### config.mk
export PLATFORM = sky130hd
export DESIGN_NAME = nv_seq_detect
export DESIGN_NICKNAME = d
export VERILOG_FILES = /design/src/rtl/nvseq_pkg.sv /design/src/rtl/ce_edge_sync.sv /design/src/rtl/busy_timer.sv /design/src/rtl/seq_fsm.sv /design/src/rtl/nv_seq_detect.sv
export SDC_FILE = /design/constraint.sdc
export NUM_CORES = 1
export LEC_CHECK = 0
export BUFFER_PORTS_ARGS = -buffer_cell sky130_fd_sc_hd__buf_4
export CAP_MARGIN = 20
export CORE_AREA = 2 2 66 68
export DETAILED_ROUTE_END_ITERATION = 10
export DIE_AREA = 0 0 68 70
export PLACE_DENSITY = 0.74
export SLEW_MARGIN = 30
export SYNTH_ARGS = -nofsm -noshare
export SYNTH_HDL_FRONTEND = slang
export SYNTH_SLANG_ARGS = --single-unit
### constraint.sdc
create_clock -name clk -period 2.8 [get_ports clk]
set_clock_uncertainty 0.15 [all_clocks]
set_input_delay 0.14 -clock clk [delete_from_list [all_inputs] [get_ports clk]]
set_output_delay 0.14 -clock clk [all_outputs]
set_load 0.005 [all_outputs]
### src/rtl/nvseq_pkg.sv
package nvseq_pkg;
    localparam int ADDR_W = 13;
    localparam int RUN_LEN = 6;

    typedef enum logic [2:0] {
        ST_IDLE, ST_GOT1, ST_GOT2, ST_GOT3, ST_GOT4, ST_GOT5, ST_BUSY
    } seq_state_t;

    localparam logic [ADDR_W-1:0] CMD_STORE  = 13'h0F0F;
    localparam logic [ADDR_W-1:0] CMD_RECALL = 13'h0F0E;

    // Expected address of each of the first five steps.
    function automatic logic [ADDR_W-1:0] step_addr(input int idx);
        logic [ADDR_W-1:0] a;
        unique case (idx)
            0:       a = 13'h0000;
            1:       a = 13'h1555;
            2:       a = 13'h0AAA;
            3:       a = 13'h1FFF;
            default: a = 13'h10F0;
        endcase
        return a;
    endfunction
endpackage

### src/rtl/ce_edge_sync.sv
module ce_edge_sync #(
    parameter int AW     = 13,
    parameter int STAGES = 2
) (
    input  logic          clk,
    input  logic          rst_n,
    input  logic          ce_n,
    input  logic          we_n,
    input  logic [AW-1:0] addr,
    output logic          fall,
    output logic          smp_we_n,
    output logic [AW-1:0] smp_addr
);
    localparam int PW = AW + 2;

    logic [PW-1:0] pipe [STAGES];
    logic          prev_ce;

    always_ff @(posedge clk or negedge rst_n) begin
        if (!rst_n) begin
            for (int i = 0; i < STAGES; i++) pipe[i] <= {2'b11, {AW{1'b0}}};
            prev_ce <= 1'b1;
        end else begin
            pipe[0] <= {ce_n, we_n, addr};
            for (int i = 1; i < STAGES; i++) pipe[i] <= pipe[i-1];
            prev_ce <= pipe[STAGES-1][PW-1];
        end
    end

    assign fall     = prev_ce & ~pipe[STAGES-1][PW-1];
    assign smp_we_n = pipe[STAGES-1][AW];
    assign smp_addr = pipe[STAGES-1][AW-1:0];
endmodule

### src/rtl/busy_timer.sv
module busy_timer #(
    parameter int STORE_CYC  = 100,
    parameter int RECALL_CYC = 50
) (
    input  logic clk,
    input  logic rst_n,
    input  logic load_store,
    input  logic load_recall,
    output logic busy,
    output logic last
);
    localparam int MAXC = (STORE_CYC > RECALL_CYC) ? STORE_CYC : RECALL_CYC;
    localparam int TW   = $clog2(MAXC + 1);

    logic [TW-1:0] cnt;

    always_ff @(posedge clk or negedge rst_n) begin
        if (!rst_n)           cnt <= '0;
        else if (load_store)  cnt <= TW'(STORE_CYC);
        else if (load_recall) cnt <= TW'(RECALL_CYC);
        else if (cnt != '0)   cnt <= cnt - 1'b1;
    end

    assign busy = (cnt != '0);
    assign last = (cnt == TW'(1));
endmodule

### src/rtl/seq_fsm.sv
module seq_fsm
    import nvseq_pkg::*;
(
    input  logic              clk,
    input  logic              rst_n,
    input  logic              fall,
    input  logic              smp_we_n,
    input  logic [ADDR_W-1:0] smp_addr,
    input  logic              tmr_last,
    output logic              go_store,
    output logic              go_recall,
    output logic              store_start,
    output logic              recall_start
);
    seq_state_t st, nxt;
    logic [ADDR_W-1:0] exp_addr;
    seq_state_t        adv;

    always_comb begin
        exp_addr = step_addr(0);
        adv      = ST_GOT1;
        unique case (st)
            ST_IDLE: begin exp_addr = step_addr(0); adv = ST_GOT1; end
            ST_GOT1: begin exp_addr = step_addr(1); adv = ST_GOT2; end
            ST_GOT2: begin exp_addr = step_addr(2); adv = ST_GOT3; end
            ST_GOT3: begin exp_addr = step_addr(3); adv = ST_GOT4; end
            ST_GOT4: begin exp_addr = step_addr(4); adv = ST_GOT5; end
            ST_GOT5: begin exp_addr = CMD_STORE;    adv = ST_BUSY; end
            ST_BUSY: begin exp_addr = CMD_STORE;    adv = ST_BUSY; end
        endcase
    end

    always_comb begin
        nxt       = st;
        go_store  = 1'b0;
        go_recall = 1'b0;
        if (st == ST_BUSY) begin
            if (tmr_last) nxt = ST_IDLE;              // finish
        end else if (fall) begin
            if (!smp_we_n) begin
                nxt = ST_IDLE;                        // abort
            end else if (st == ST_GOT5 && smp_addr == CMD_STORE) begin
                nxt = ST_BUSY; go_store = 1'b1;       // launch
            end else if (st == ST_GOT5 && smp_addr == CMD_RECALL) begin
                nxt = ST_BUSY; go_recall = 1'b1;      // launch
            end else if (st != ST_GOT5 && smp_addr == exp_addr) begin
                nxt = adv;                            // advance
            end else begin
                nxt = (smp_addr == step_addr(0)) ? ST_GOT1 : ST_IDLE; // restart
            end
        end
    end

    always_ff @(posedge clk or negedge rst_n) begin
        if (!rst_n) st <= ST_IDLE;
        else        st <= nxt;
    end

    always_ff @(posedge clk or negedge rst_n) begin
        if (!rst_n) begin
            store_start  <= 1'b0;
            recall_start <= 1'b0;
        end else begin
            store_start  <= go_store;
            recall_start <= go_recall;
        end
    end
endmodule

### src/rtl/nv_seq_detect.sv
module nv_seq_detect #(
    parameter int CLK_MHZ   = 50,
    parameter int STORE_US  = 10000,
    parameter int RECALL_US = 20
) (
    input  logic        clk,
    input  logic        rst_n,
    input  logic        ce_n,
    input  logic        we_n,
    input  logic        oe_n,
    input  logic [12:0] addr,
    output logic        store_start,
    output logic        recall_start,
    output logic        busy,
    output logic        out_disable
);
    localparam int STORE_CYC  = STORE_US * CLK_MHZ;
    localparam int RECALL_CYC = RECALL_US * CLK_MHZ;
    localparam int BUSY_MAX   = (STORE_CYC > RECALL_CYC) ? STORE_CYC : RECALL_CYC;

    logic        fall, smp_we_n, go_store, go_recall, tmr_last;
    logic [12:0] smp_addr;

    ce_edge_sync #(.AW(13), .STAGES(2)) u_sync (
        .clk(clk), .rst_n(rst_n), .ce_n(ce_n), .we_n(we_n), .addr(addr),
        .fall(fall), .smp_we_n(smp_we_n), .smp_addr(smp_addr)
    );

    seq_fsm u_fsm (
        .clk(clk), .rst_n(rst_n), .fall(fall), .smp_we_n(smp_we_n),
        .smp_addr(smp_addr), .tmr_last(tmr_last),
        .go_store(go_store), .go_recall(go_recall),
        .store_start(store_start), .recall_start(recall_start)
    );

    busy_timer #(.STORE_CYC(STORE_CYC), .RECALL_CYC(RECALL_CYC)) u_tmr (
        .clk(clk), .rst_n(rst_n), .load_store(go_store), .load_recall(go_recall),
        .busy(busy), .last(tmr_last)
    );

    assign out_disable = busy | ce_n | oe_n | ~we_n;
endmodule

### Word level (Yosys, flattened, before mapping)

Index checks and enable logic that the tools add are counted.

* register bits: 55
* bits in latches: 0
* memory bits (writable): 0
* bits in read-only memories: 0
* input bits: 18
* output and inout bits: 4
* logic and storage cells: 58
* memories: 0

* $add $sub $neg: 1
* multiply operators: 0
* div/mod/pow operators: 0
* order comparisons: 0
* equality and inequality tests: 12
* shift operators: 0
* mux-type cells: 22
* bitwise gates (word level): 6
* reductions and logical operators: 10

Operators with widths (count)
* $pmux W13 S6: 1
* $mux W19: 3
* $eq A13 B12 Y1 const B: 2
* $mux W3: 7
* $eq A19 B1 Y1 const B: 1
* $reduce_bool A19 Y1: 1
* $sub A19 B1 Y19 const B: 1
* $pmux W3 S6: 1
* $eq A13 B13 Y1: 1
* $logic_not A13 Y1: 1
* $mux W1: 10
* $eq A3 B3 Y1 const B: 3
* $eq A3 B2 Y1 const B: 2
* $eq A3 B1 Y1 const B: 1
* $logic_and A1 B1 Y1: 3
* $logic_not A3 Y1: 1
* $ne A3 B3 Y1 const B: 1
* $or A1 B1 Y1: 3
* $reduce_bool A3 Y1: 1
* $ne A2 B2 Y1 const B: 1
* $not A1 Y1: 2
* $reduce_and A2 Y1: 1
* $reduce_bool A2 Y1: 1
* $reduce_or A2 Y1: 1
* $and A1 B1 Y1: 1

### Logic depth before layout (Yosys ltp)

Gate-level depths: netlist of run 1.

* depth after elaboration: 11
* gate-level depth with buffers: 10
* gate-level depth less buffers: 9

### Cells and area by module

From an unflattened synthesis of run 1, not the netlist that was laid out.

* cells, all modules: 214
* area total of the unflattened synthesis: 2456.1 µm²

By module, submodules not included
* busy_timer: times used 1, cells each 112, area an instance 1061.0 µm², seq. area each 475.5 µm²
* ce_edge_sync: times used 1, cells each 45, area an instance 893.4 µm², seq. area each 782.0 µm²
* seq_fsm: times used 1, cells each 56, area an instance 491.7 µm², seq. area each 125.1 µm²
* nv_seq_detect: times used 1, cells each 1, area an instance 10.0 µm², seq. area each 0.0 µm²

### Least setup slack after synthesis of run 1

No wires, ideal clock.

* path kind: register to register
* from: register u_tmr.cnt[0]
* to: register u_tmr.cnt[3]
* library setup time: 0.130 ns
* data arrival time: 2.156 ns
* data required time: 2.520 ns
* slack: 0.364 ns
* cell stages (with the launch flop): 10
* path buffers: 1
* clock period less this slack: 2.436 ns
* path through: dfrtp_1 > inv_1 > ha_1 > or3b_2 > or4_4 > buf_6 > nor2_8 > or4_1 > xor2_1 > a21oi_1

* cells in the longest elaborated chain, start to end: 4
* elaborated cells between the ends (all ways): 6
* those cells by class: 1 x add/sub; 3 x mux; 2 x reduce/logical

RTL lines
* start, declared: line busy_timer.sv:15 `logic [TW-1:0] cnt;`
* start signal, assigned: line busy_timer.sv:19 `else if (load_store) cnt <= TW'(STORE_CYC);`
* start signal, assigned: line busy_timer.sv:20 `else if (load_recall) cnt <= TW'(RECALL_CYC);`
* start signal, assigned: line busy_timer.sv:21 `else if (cnt != '0) cnt <= cnt - 1'b1;`
* $sub A19 B1 Y19: line busy_timer.sv:21
* $mux W19: line busy_timer.sv:21
* $mux W19: line busy_timer.sv:20
* $mux W19: line busy_timer.sv:19

Parallel ways exist; a longest one is shown, timed or not. The select of a mux whose other input is x is not followed.
A chain may end at the register's enable or synchronous reset.

### Worst setup path after layout of run 1

* from: register u_tmr.cnt[0]
* to: output port out_disable

* cells in the longest elaborated chain, start to end: 4

RTL lines
* $reduce_bool A19 Y1: line busy_timer.sv:24 `assign busy = (cnt != '0);`
* $or A1 B1 Y1 (3 in series): line nv_seq_detect.sv:41 `assign out_disable = busy | ce_n | oe_n | ~we_n;`
* end, declared: line nv_seq_detect.sv:15 `output logic out_disable`

No other way between the ends.

==> results of run 1 <==
## power by group through the flow
stage | Sequential (uW) | Combinational (uW) | Clock, uW
2_1_floorplan | 842 | 10.3 | 0
6_report | 829 | 62.9 | 468
5_1_grt | 832 | 71.2 | 510
3_3_place_gp | 844 | 45.1 | 0
4_1_cts | 830 | 64.4 | 478
3_5_place_dp | 845 | 46.6 | 0
## repair_timing
action,CTS,global route
hold buffers,16,0
setup endpoints to repair,0,2
endpoints found under the hold margin,65,0
setup buffers,0,3
resized for setup,0,1
## sequential cells by signal, summed over array words and instances (netlist names)
register,flops
u_tmr.cnt,19
u_sync.pipe,16
u_sync.smp_addr,13
u_fsm.st,3
u_fsm.recall_start,1
u_fsm.store_start,1
u_sync.prev_ce,1
u_sync.smp_we_n,1
## final timing paths
kind / to / slack, ps / cells after the start
setup / recovery: out_disable / 130 / 7
hold / removal: u_sync.pipe[14] / 210 / 0
setup reg to reg: u_tmr.cnt[11] / 170 / 9
hold reg to reg: u_sync.pipe[14] / 210 / 0
max in group asynchronous: u_tmr.cnt[5] / 1820 / 2
min in group asynchronous: u_tmr.cnt[16] / 240 / 2
## routing by layer
metal	share of wire	routed length, um
met5	0	0
met4	0.010	41
met3	0.038	155
met2	0.49	2020
met1	0.46	1900
## cell usage in the layout, fill, tap and decap left out, types with 4 or more instances in the layout
cell type	count
nand2_1	16
o21ai_0	5
or4_1	8
xor2_1	9
dfstp_2	5
nor2_1	18
clkbuf_8	5
nor3_1	9
nor4_1	6
buf_4	26
xnor2_1	8
dlygate4sd3_1	16
dfrtp_1	50
a21oi_1	10
inv_1	4
mux2i_1	4
## final cells by class
| cell class | count | area, sq um |
|---|---|---|
| Clock buffer | 5 | 68.8 |
| Tap cell | 52 | 65.1 |
| Multi-Input combinational cell | 133 | 858 |
| Timing Repair Buffer | 42 | 355 |
| Sequential cell | 55 | 1380 |
| Clock inverter | 3 | 28.8 |
| Inverter | 5 | 18.8 |
| Fill cell | 324 | 1370 |
## kinds of logic (layout without fill, tap and decap cells)
kind of cell | Yosys count | after routing | share of synthesized area
and+or+nand+nor | 80 | 80 | 0.196
DFF | 55 | 55 | 0.604
AOI/OAI and AO/OA | 29 | 29 | 0.0798
xor gates and xnor gates | 17 | 17 | 0.0651
buffers and inverters | 11 | 55 | 0.0219
muxes | 5 | 5 | 0.0224
adders and majority gates | 2 | 2 | 0.0109
## stage by stage
step / utilization / hold WS (ps) / total power, uW / instance area [sq um] / setup WS [ps]
floorplan: - / -306 / 852 / 2290 / 364
global placement: 0.602 / 58.5 / 889 / 2490 / 294
detailed placement: 0.602 / 66.9 / 892 / 2490 / 223
CTS: 0.664 / 210 / 1370 / 2750 / 9.67
global route: 0.670 / 201 / 1410 / 2780 / 26.6
finish: 0.670 / 205 / 1360 / 2780 / 126
==> key figures, run 1 <==
Min path
  – Worst Hold Class: flip-flop to flip-flop
  – Min-Delay Startpoint: u_sync.pipe[29]

Timing
  – Pin slew with the least headroom to its limit: 659 ps
  – Period utilisation layout: 0.955
  – Period minus WS final: 2670 ps
  – Fmax: 0.374 GHz
  – Final setup viols: 0
  – Max transition margin: 0.561
  – Max-slew violation count: 0
  – RSZ-0062 raised after global routing: false
  – Count of final hold-check violations: 0
  – Setup TNS: 0 ps

Global route
  – GRT busiest layer: met2
  – Met1 usage: 0.282
  – First-pass GRT wire length: 7010 um
  – Met2 usage: 0.299
  – Met3 Track Usage GR: 0.0338
  – GRT Resource Usage Total: 0.195
  – Initial antenna violation count: 0
  – Grt total ovfl: 0
  – Largest net degree at the start of global routing: between 50 and 60
  – Vias in the first global route: 1569

Synthesis
  – Most common library cells after synthesis: 50 x dfrtp_1, 18 x nor2_1, 16 x nand2_1
  – Ys async rst share: 1.00
  – Post-synthesis sequential area ratio: 0.604
  – Netlist Area Pre-Place: 2290 sq um
  – Post-synth top area cell: dfrtp_1
  – Synth top area cells: dfrtp_1 55%, dfstp_2 5.7%, xor2_1 3.4%, xnor2_1 3.1%, nor2_1 3.0%
  – Synth Flop Type: dfrtp_1
  – Most numerous cell in the Yosys netlist: dfrtp_1
  – EDFF count, synth: 0
  – Gate Count Post-Synth: 199
  – Avg Synthesized Cell Area: around 11 sq um
  – Syn nets: 219
  – Synth Warn #: 0
  – Yosys reg bits: 55
  – Top cell type's share of synthesized area: 0.547
  – Library cells used by synthesis: 44

Floorplanning
  – Die height: ~70 um
  – Die W: 68 um
  – Core region area: 4140 sq um
  – Number of top-level pins: 22
  – Die area: 4760 sq um
  – Std cell rows: 24
  – Initial Util: 0.552

Worst setup path
  – Worst setup EP type: output port
  – CP max-delay cell: or4_4
  – Critical path class: flip-flop to output port
  – Worst R2R Start: u_tmr.cnt[0]
  – Critical Path AT: 2380 ps
  – Critical path, cell by cell: inv_1 -> ha_1 -> or3b_4 -> or4_4 -> nor2_8 -> nand3_1 -> buf_4
  – Setup crit start kind: flip-flop
  – WP buf/inv: 2
  – CP required: 2510 ps
  – Worst-path fanout max: 8
  – Delay-heaviest family, CP: simple AND/OR/NAND/NOR gates
  – CP startpoint: u_tmr.cnt[0]
  – CP max stage delay: 580 ps

Power
  – VDD IR max: 0.441 mV
  – Pint: ~1000 uW
  – Seq pwr share: 0.610
  – Comb pwr share: 0.046
  – Switching part of the total: 0.232
  – Static Leak: around 0.0013 uW
  – Proportion of power drawn by the clock network: 0.344
  – Power density over the cells: 490 nW/um^2
  – P_sw: 316 uW

Drt
  – Final wirelength: 4120 um
  – Via Count: 1604
  – Wire per inst: 13.9 um
  – ANT nets after route: 0
  – Drt initial violations: 75
  – DR pass1 iterations: 4
  – DRC Markers: 0
  – Via density: 5.44

Final layout
  – P&R area growth vs syn: 21.4%
  – Antenna diodes: 0
  – Layout Nets: 262
  – Post-Layout Cell Count: 295
  – Share of cells above drive strength 1: 0.206

Run status
  – Status: complete, no violations

Clock network
  – Clock sinks: 55
  – Clk slew on worst S/H paths: about 100 ps
  – Clk root buf: clkbuf_8
  – TritonCTS clock tree: done
  – Clock buffer depth: 2
  – Clk_lat worst skew: between 300 and 400 ps
  – Cts bufs inserted: 5
  – CTS H-tree depth: 2

Placed design
  – GP Congestion: 0.835
  – Placed cell count: 268
  – DPL Wire Length: 2740 um
  – PortBufs: 21

Flow run
  – Maxcap violations: 0
Power figures use the tool's default switching activity.
==> run 2, diff against run 1 <==
--- a/config.mk
+++ b/config.mk
@@ -10,7 +10,9 @@
 export CORE_AREA = 2 2 66 68
 export DETAILED_ROUTE_END_ITERATION = 10
 export DIE_AREA = 0 0 68 70
+export GPL_TIMING_DRIVEN = 0
 export PLACE_DENSITY = 0.74
+export REMOVE_ABC_BUFFERS = 1
 export SLEW_MARGIN = 30
 export SYNTH_ARGS = -nofsm -noshare
 export SYNTH_HDL_FRONTEND = slang
==> run 2 against run 1 <==
Effect of this change:
- non-clock buffer count unchanged
- cell area up 0.18%
- combinational power up 0.8%
- register-to-register slack better by 20 ps
- clock power down 4.5%
- via count up 0.50%
- total power down 1.4%
- critical path type unchanged
- critical endpoint unchanged
==> key figures, run 2 (same netlist as run 1, synthesis figures left out) <==
Floorplanning
  – Die height: 70 um (unchanged)
  – Die area: 4760 sq um (unchanged)
  – Number of top-level pins: 22 (unchanged)
  – Initial Util: 0.552 (unchanged)
  – Core region area: 4140 sq um (unchanged)
  – Die W: 68 um (unchanged)
  – Std cell rows: 24 (unchanged)

Final layout
  – Most common cell after layout, fill and taps aside: dfrtp_1 (unchanged)
  – Share of cells above drive strength 1: 0.214 (was 0.206)
  – P&R area growth vs syn: 21.6% (was 21.4%)
  – Final instance area: 2780 sq um (about the same)
  – Utilization after layout: 0.671 (was 0.670)
  – Antenna diodes: 0 (unchanged)
  – Max reg flops: 19 (unchanged)
  – Biggest register: u_tmr.cnt (unchanged)
  – Layout Nets: 262 (unchanged)
  – Most frequent cells in the layout: 50 x dfrtp_1, 25 x buf_4, 18 x nor2_1 (was 50 x dfrtp_1, 26 x buf_4, 18 x nor2_1)

Worst setup path
  – Critical Path AT: 2380 ps (about the same)
  – Worst setup EP type: output port (unchanged)
  – CP max stage delay: 570 ps (was 580 ps)
  – Worst-path fanout max: 8 (unchanged)
  – CP required: 2510 ps (about the same)
  – Critical path class: flip-flop to output port (unchanged)
  – Critical path, cell by cell: inv_1 -> ha_1 -> or3b_4 -> or4_4 -> nor2_8 -> nand3_1 -> buf_4 (unchanged)
  – Setup crit start kind: flip-flop (unchanged)
  – CP max-delay cell: or4_4 (unchanged)

Drt
  – DR pass1 iterations: 4 (unchanged)
  – Final wirelength: 3950 um (was 4120 um)
  – Wire per inst: 13.4 um (was 13.9 um)
  – DRC Markers: 0 (unchanged)
  – Via Count: 1612 (was 1604)
  – ANT nets after route: 0 (unchanged)
  – Drt initial violations: 74 (was 75)
  – Via density: 5.46 (was 5.44)

Global route
  – First-pass GRT wire length: 6870 um (was 7010 um)
  – GRT Resource Usage Total: 0.187 (was 0.195)
  – Grt total ovfl: 0 (unchanged)
  – Vias in the first global route: 1540 (was 1569)
  – Initial antenna violation count: 0 (unchanged)
  – Largest net degree at the start of global routing: 56 (unchanged)

Timing
  – Max-slew violation count: 0 (unchanged)
  – Pin slew with the least headroom to its limit: 652 ps (was 659 ps)
  – Fmax: 0.374 GHz (about the same)
  – Period minus WS final: 2670 ps (about the same)
  – Period utilisation layout: 0.954 (was 0.955)
  – Final setup viols: 0 (unchanged)
  – Count of final hold-check violations: 0 (unchanged)
  – RSZ-0062 raised after global routing: false (unchanged)
  – Max transition margin: 0.565 (was 0.561)

Placed design
  – GP Congestion: 0.807 (was 0.835)
  – PortBufs: 21 (unchanged)
  – DPL Wire Length: 2650 um (was 2740 um)
  – DP Area: 2490 sq um (about the same)

Clock network
  – Clock sinks: 55 (unchanged)
  – Clk_lat worst skew: 300 ps (was 310 ps)
  – TritonCTS clock tree: done (unchanged)
  – CTS H-tree depth: 2 (unchanged)
  – Cts bufs inserted: 5 (unchanged)
  – Clock buffer depth: 2 (unchanged)
  – Clk slew on worst S/H paths: 100 ps (about the same)
  – Clk root buf: clkbuf_8 (unchanged)

Power
  – Final Power: 1340 uW (was 1360 uW)
  – VDD IR max: 0.376 mV (was 0.441 mV)
  – Power density over the cells: 482 nW/um^2 (was 490 nW/um^2)
  – Static Leak: 0.00131 uW (was 0.00132 uW)

Run status
  – Status: complete, no violations (unchanged)

Min path
  – Worst Hold Class: flip-flop to flip-flop (unchanged)

Flow run
  – Maxcap violations: 0 (unchanged)
## run 2: changes by cell type in the layout (fill, tap and decap cells not counted)
cell	delta
buf_2	+1
buf_4	-1
clkinv_4	+1
inv_8	-1
nor4_1	-1
nor4_2	+1
o21ai_1	-1
o21ai_2	+1
## run 2: area by class of cell
type                       instances  area, sq um
clock buffer                       5         68.8
clock inverter                     3         26.3
fill                             319         1360
inverter                           5         18.8
multi-input combinational        133          868
sequential                        55         1380
tap                               52         65.1
timing repair buffer              42          353
## run 2: what timing repair did
item	4_1_cts	5_1_grt
setup buffers	0	4
resized for setup	0	2
hold buffers	16	0
endpoints found under the hold margin	65	0
setup endpoints to repair	0	2
## run 2: worst paths after layout
kind | from | endpoint | slack, ps | cells after the start
max in group asynchronous | rst_n | u_sync.smp_addr[10] | 1820 | 2
min reg2reg | u_sync.pipe[15] | u_sync.smp_addr[0] | 210 | 0
min | u_sync.pipe[15] | u_sync.smp_addr[0] | 210 | 0
min in group asynchronous | rst_n | u_tmr.cnt[18] | 250 | 2
max | u_tmr.cnt[0] | out_disable | 130 | 7
max reg2reg | u_tmr.cnt[0] | u_tmr.cnt[11] | 190 | 9
## run 2: layer usage
metal,part of all wire,vias to the layer above,track usage
met5,0,-,0
met4,0.0091,0,0.0578
met3,0.028,4,0.0354
met2,0.49,27,0.296
met1,0.47,793,0.261
li1,-,788,-
## run 2: critical path: cells and delay by family (launching register included)
kind                     cells  cell delay (ps)
flip-flops                   1              410
AND/OR/NAND/NOR              4             1250
buffers and inverters        2              250
adder cells (fa/ha/maj)      1              160
## run 2: stage by stage
stage / hold slack [ps] / TNS [ps] / setup slack, ps / instances
finish: 206 / 0 / 129 / 295
CTS: 208 / 0 / 29.1 / 291
global route: 209 / 0 / 32.5 / 295
floorplan: -306 / 0 / 292 / 193
detailed placement: 63.7 / 0 / 227 / 267
global placement: 61.3 / -6270 / -696 / 266
## run 2: power breakdown
part / switching, uW / internal (uW)
combinational: 28.2 / 35.2
sequential: 10.2 / 819
clock: 263 / 184
total: 302 / 1040
==> run 3, diff against run 2 <==
--- a/config.mk
+++ b/config.mk
@@ -13,6 +13,7 @@
 export GPL_TIMING_DRIVEN = 0
 export PLACE_DENSITY = 0.74
 export REMOVE_ABC_BUFFERS = 1
+export SETUP_SLACK_MARGIN = 0.3
 export SLEW_MARGIN = 30
 export SYNTH_ARGS = -nofsm -noshare
 export SYNTH_HDL_FRONTEND = slang
==> run 3 against run 2 <==
Effect of this change:
- utilization rose by 5.5 points
- first-iteration DRC count grew 20%
- total power is 0.66% higher
- largest cell class unchanged
- highest routed layer unchanged
==> key figures, run 3 (same netlist as run 1, synthesis figures left out) <==
Worst setup path
  – CP required: 2510 ps (about the same)
  – Worst setup EP type: output port (unchanged)
  – Critical Path AT: 2240 ps (was 2380 ps)
  – Worst-path fanout max: 4 (was 8)
  – Critical path class: flip-flop to output port (unchanged)
  – Setup crit start kind: flip-flop (unchanged)
  – Worst R2R Setup Slack: 280 ps (was 190 ps)

Timing
  – Fmax: 0.395 GHz (was 0.374 GHz)
  – Final setup margin: 267 ps (was 129 ps)
  – Setup TNS: 0 ps (unchanged)
  – Period minus WS final: 2530 ps (was 2670 ps)
  – Max-slew violation count: 0 (unchanged)
  – Max transition margin: 0.561 (was 0.565)
  – Period utilisation layout: 0.905 (was 0.954)
  – RSZ-0062 raised after global routing: true (was false)
  – Count of final hold-check violations: 0 (unchanged)
  – Final setup viols: 0 (unchanged)
  – Pin slew with the least headroom to its limit: 658 ps (was 652 ps)

Placed design
  – Setup WS pre-CTS: 227 ps (unchanged)
  – GP Congestion: 0.807 (unchanged)
  – DPL Wire Length: 2650 um (unchanged)
  – PortBufs: 21 (unchanged)

Clock network
  – Clock buffer depth: 2 (unchanged)
  – Clk root buf: clkbuf_8 (unchanged)
  – TritonCTS clock tree: done (unchanged)
  – Cts bufs inserted: 5 (unchanged)
  – Clock sinks: 55 (unchanged)
  – Clk_lat worst skew: 310 ps (was 300 ps)
  – CTS H-tree depth: 2 (unchanged)
  – Clk slew on worst S/H paths: 100 ps (about the same)

Power
  – P_sw: 310 uW (was 302 uW)
  – Pint: 1040 uW (about the same)
  – Proportion of power drawn by the clock network: 0.337 (was 0.334)
  – Static Leak: 0.00143 uW (was 0.00131 uW)
  – VDD IR max: 0.378 mV (was 0.376 mV)
  – Comb pwr share: 0.048 (was 0.047)
  – Switching part of the total: 0.229 (was 0.225)
  – Seq pwr share: 0.615 (was 0.619)
  – Power density over the cells: 448 nW/um^2 (was 482 nW/um^2)

Min path
  – Worst Hold Class: flip-flop to flip-flop (unchanged)

Final layout
  – Layout Nets: 279 (was 262)
  – Most common cell after layout, fill and taps aside: dfrtp_1 (unchanged)
  – Most frequent cells in the layout: 49 x dfrtp_1, 37 x buf_4, 18 x nor2_1 (was 50 x dfrtp_1, 25 x buf_4, 18 x nor2_1)
  – P&R area growth vs syn: 31.6% (was 21.6%)
  – Register area: 1380 sq um (about the same)
  – Area occupied by multi-input gates: 950 sq um (was 868 sq um)
  – Share of cells above drive strength 1: 0.319 (was 0.214)
  – Utilization after layout: 0.727 (was 0.671)
  – Biggest register: u_tmr.cnt (unchanged)
  – Antenna diodes: 0 (unchanged)
  – Fillers: 281 (was 319)
  – Max reg flops: 19 (unchanged)

Run status
  – Status: complete, no violations (unchanged)

Floorplanning
  – Die W: 68 um (unchanged)
  – Initial Util: 0.552 (unchanged)
  – Number of top-level pins: 22 (unchanged)
  – Std cell rows: 24 (unchanged)
  – Die area: 4760 sq um (unchanged)
  – Core region area: 4140 sq um (unchanged)
  – Die height: 70 um (unchanged)

Global route
  – Initial antenna violation count: 0 (unchanged)
  – GRT Resource Usage Total: 0.197 (was 0.187)
  – Vias in the first global route: 1597 (was 1540)
  – Largest net degree at the start of global routing: 56 (unchanged)
  – First-pass GRT wire length: 7190 um (was 6870 um)
  – Grt total ovfl: 0 (unchanged)

Drt
  – ANT nets after route: 0 (unchanged)
  – Via density: 5.39 (was 5.46)
  – DR pass1 iterations: 6 (was 4)
  – Via Count: 1682 (was 1612)
  – DRC Markers: 0 (unchanged)
  – Wire per inst: 13.9 um (was 13.4 um)
  – Final wirelength: 4350 um (was 3950 um)
  – Drt initial violations: 89 (was 74)

Flow run
  – Maxcap violations: 0 (unchanged)
==> run 3: routing by layer <==
layer	routed length, um	vias to the layer above	global-route usage
li1	-	819	-
met1	1980	826	0.279
met2	2180	31	0.306
met3	123	6	0.0354
met4	55	0	0.0644
met5	0	-	0
==> run 3: power by group through the flow <==
stage	Combinational [uW]	Sequential (uW)	Clock, uW
after floorplan	10.3	842	0
after global placement	45.1	844	0
after detailed placement	46.2	845	0
after CTS	64.5	830	461
after global routing	72.8	833	501
final	64.8	830	455
==> run 3: final timing paths <==
kind | from | to | cells past startpoint
max | u_tmr.cnt[10] | out_disable | 5
min | u_sync.pipe[15] | u_sync.smp_addr[0] | 0
max reg2reg | u_tmr.cnt[10] | u_tmr.cnt[5] | 7
min reg2reg | u_sync.pipe[15] | u_sync.smp_addr[0] | 0
max in group asynchronous | rst_n | u_fsm.st[0] | 2
min in group asynchronous | rst_n | u_tmr.cnt[18] | 2
==> run 3: stage by stage <==
stage	hold WS, ps	power (uW)	instance area [sq um]	instances
after floorplan	-306	852	2260	193
after detailed placement	63.7	892	2490	267
after CTS	208	1360	2850	302
final	206	1350	3010	312
after global routing	209	1410	3010	312
after global placement	61.3	889	2480	266
==> run 3: final cells by class <==
cell class	instances	share of cell area
sequential	55	0.459
multi-input combinational	133	0.315
timing repair buffer	59	0.166
clock buffer	5	0.0229
tap	52	0.0216
clock inverter	3	0.00872
inverter	5	0.00623
==> run 3: critical path, stage by stage (launching register included) <==
cell     delay (ps)
dfrtp_1         400
or4_4           570
or4_4           600
nor2_8          170
nand3_2          80
buf_6           120
==> run 3: what timing repair did <==
item | 4_1_cts | 5_1_grt
endpoints found under the hold margin | 65 | 0
hold buffers | 16 | 0
gates resized for setup | 8 | 20
pin swaps | 2 | 14
setup buffers | 11 | 10
setup endpoints to repair | 9 | 20
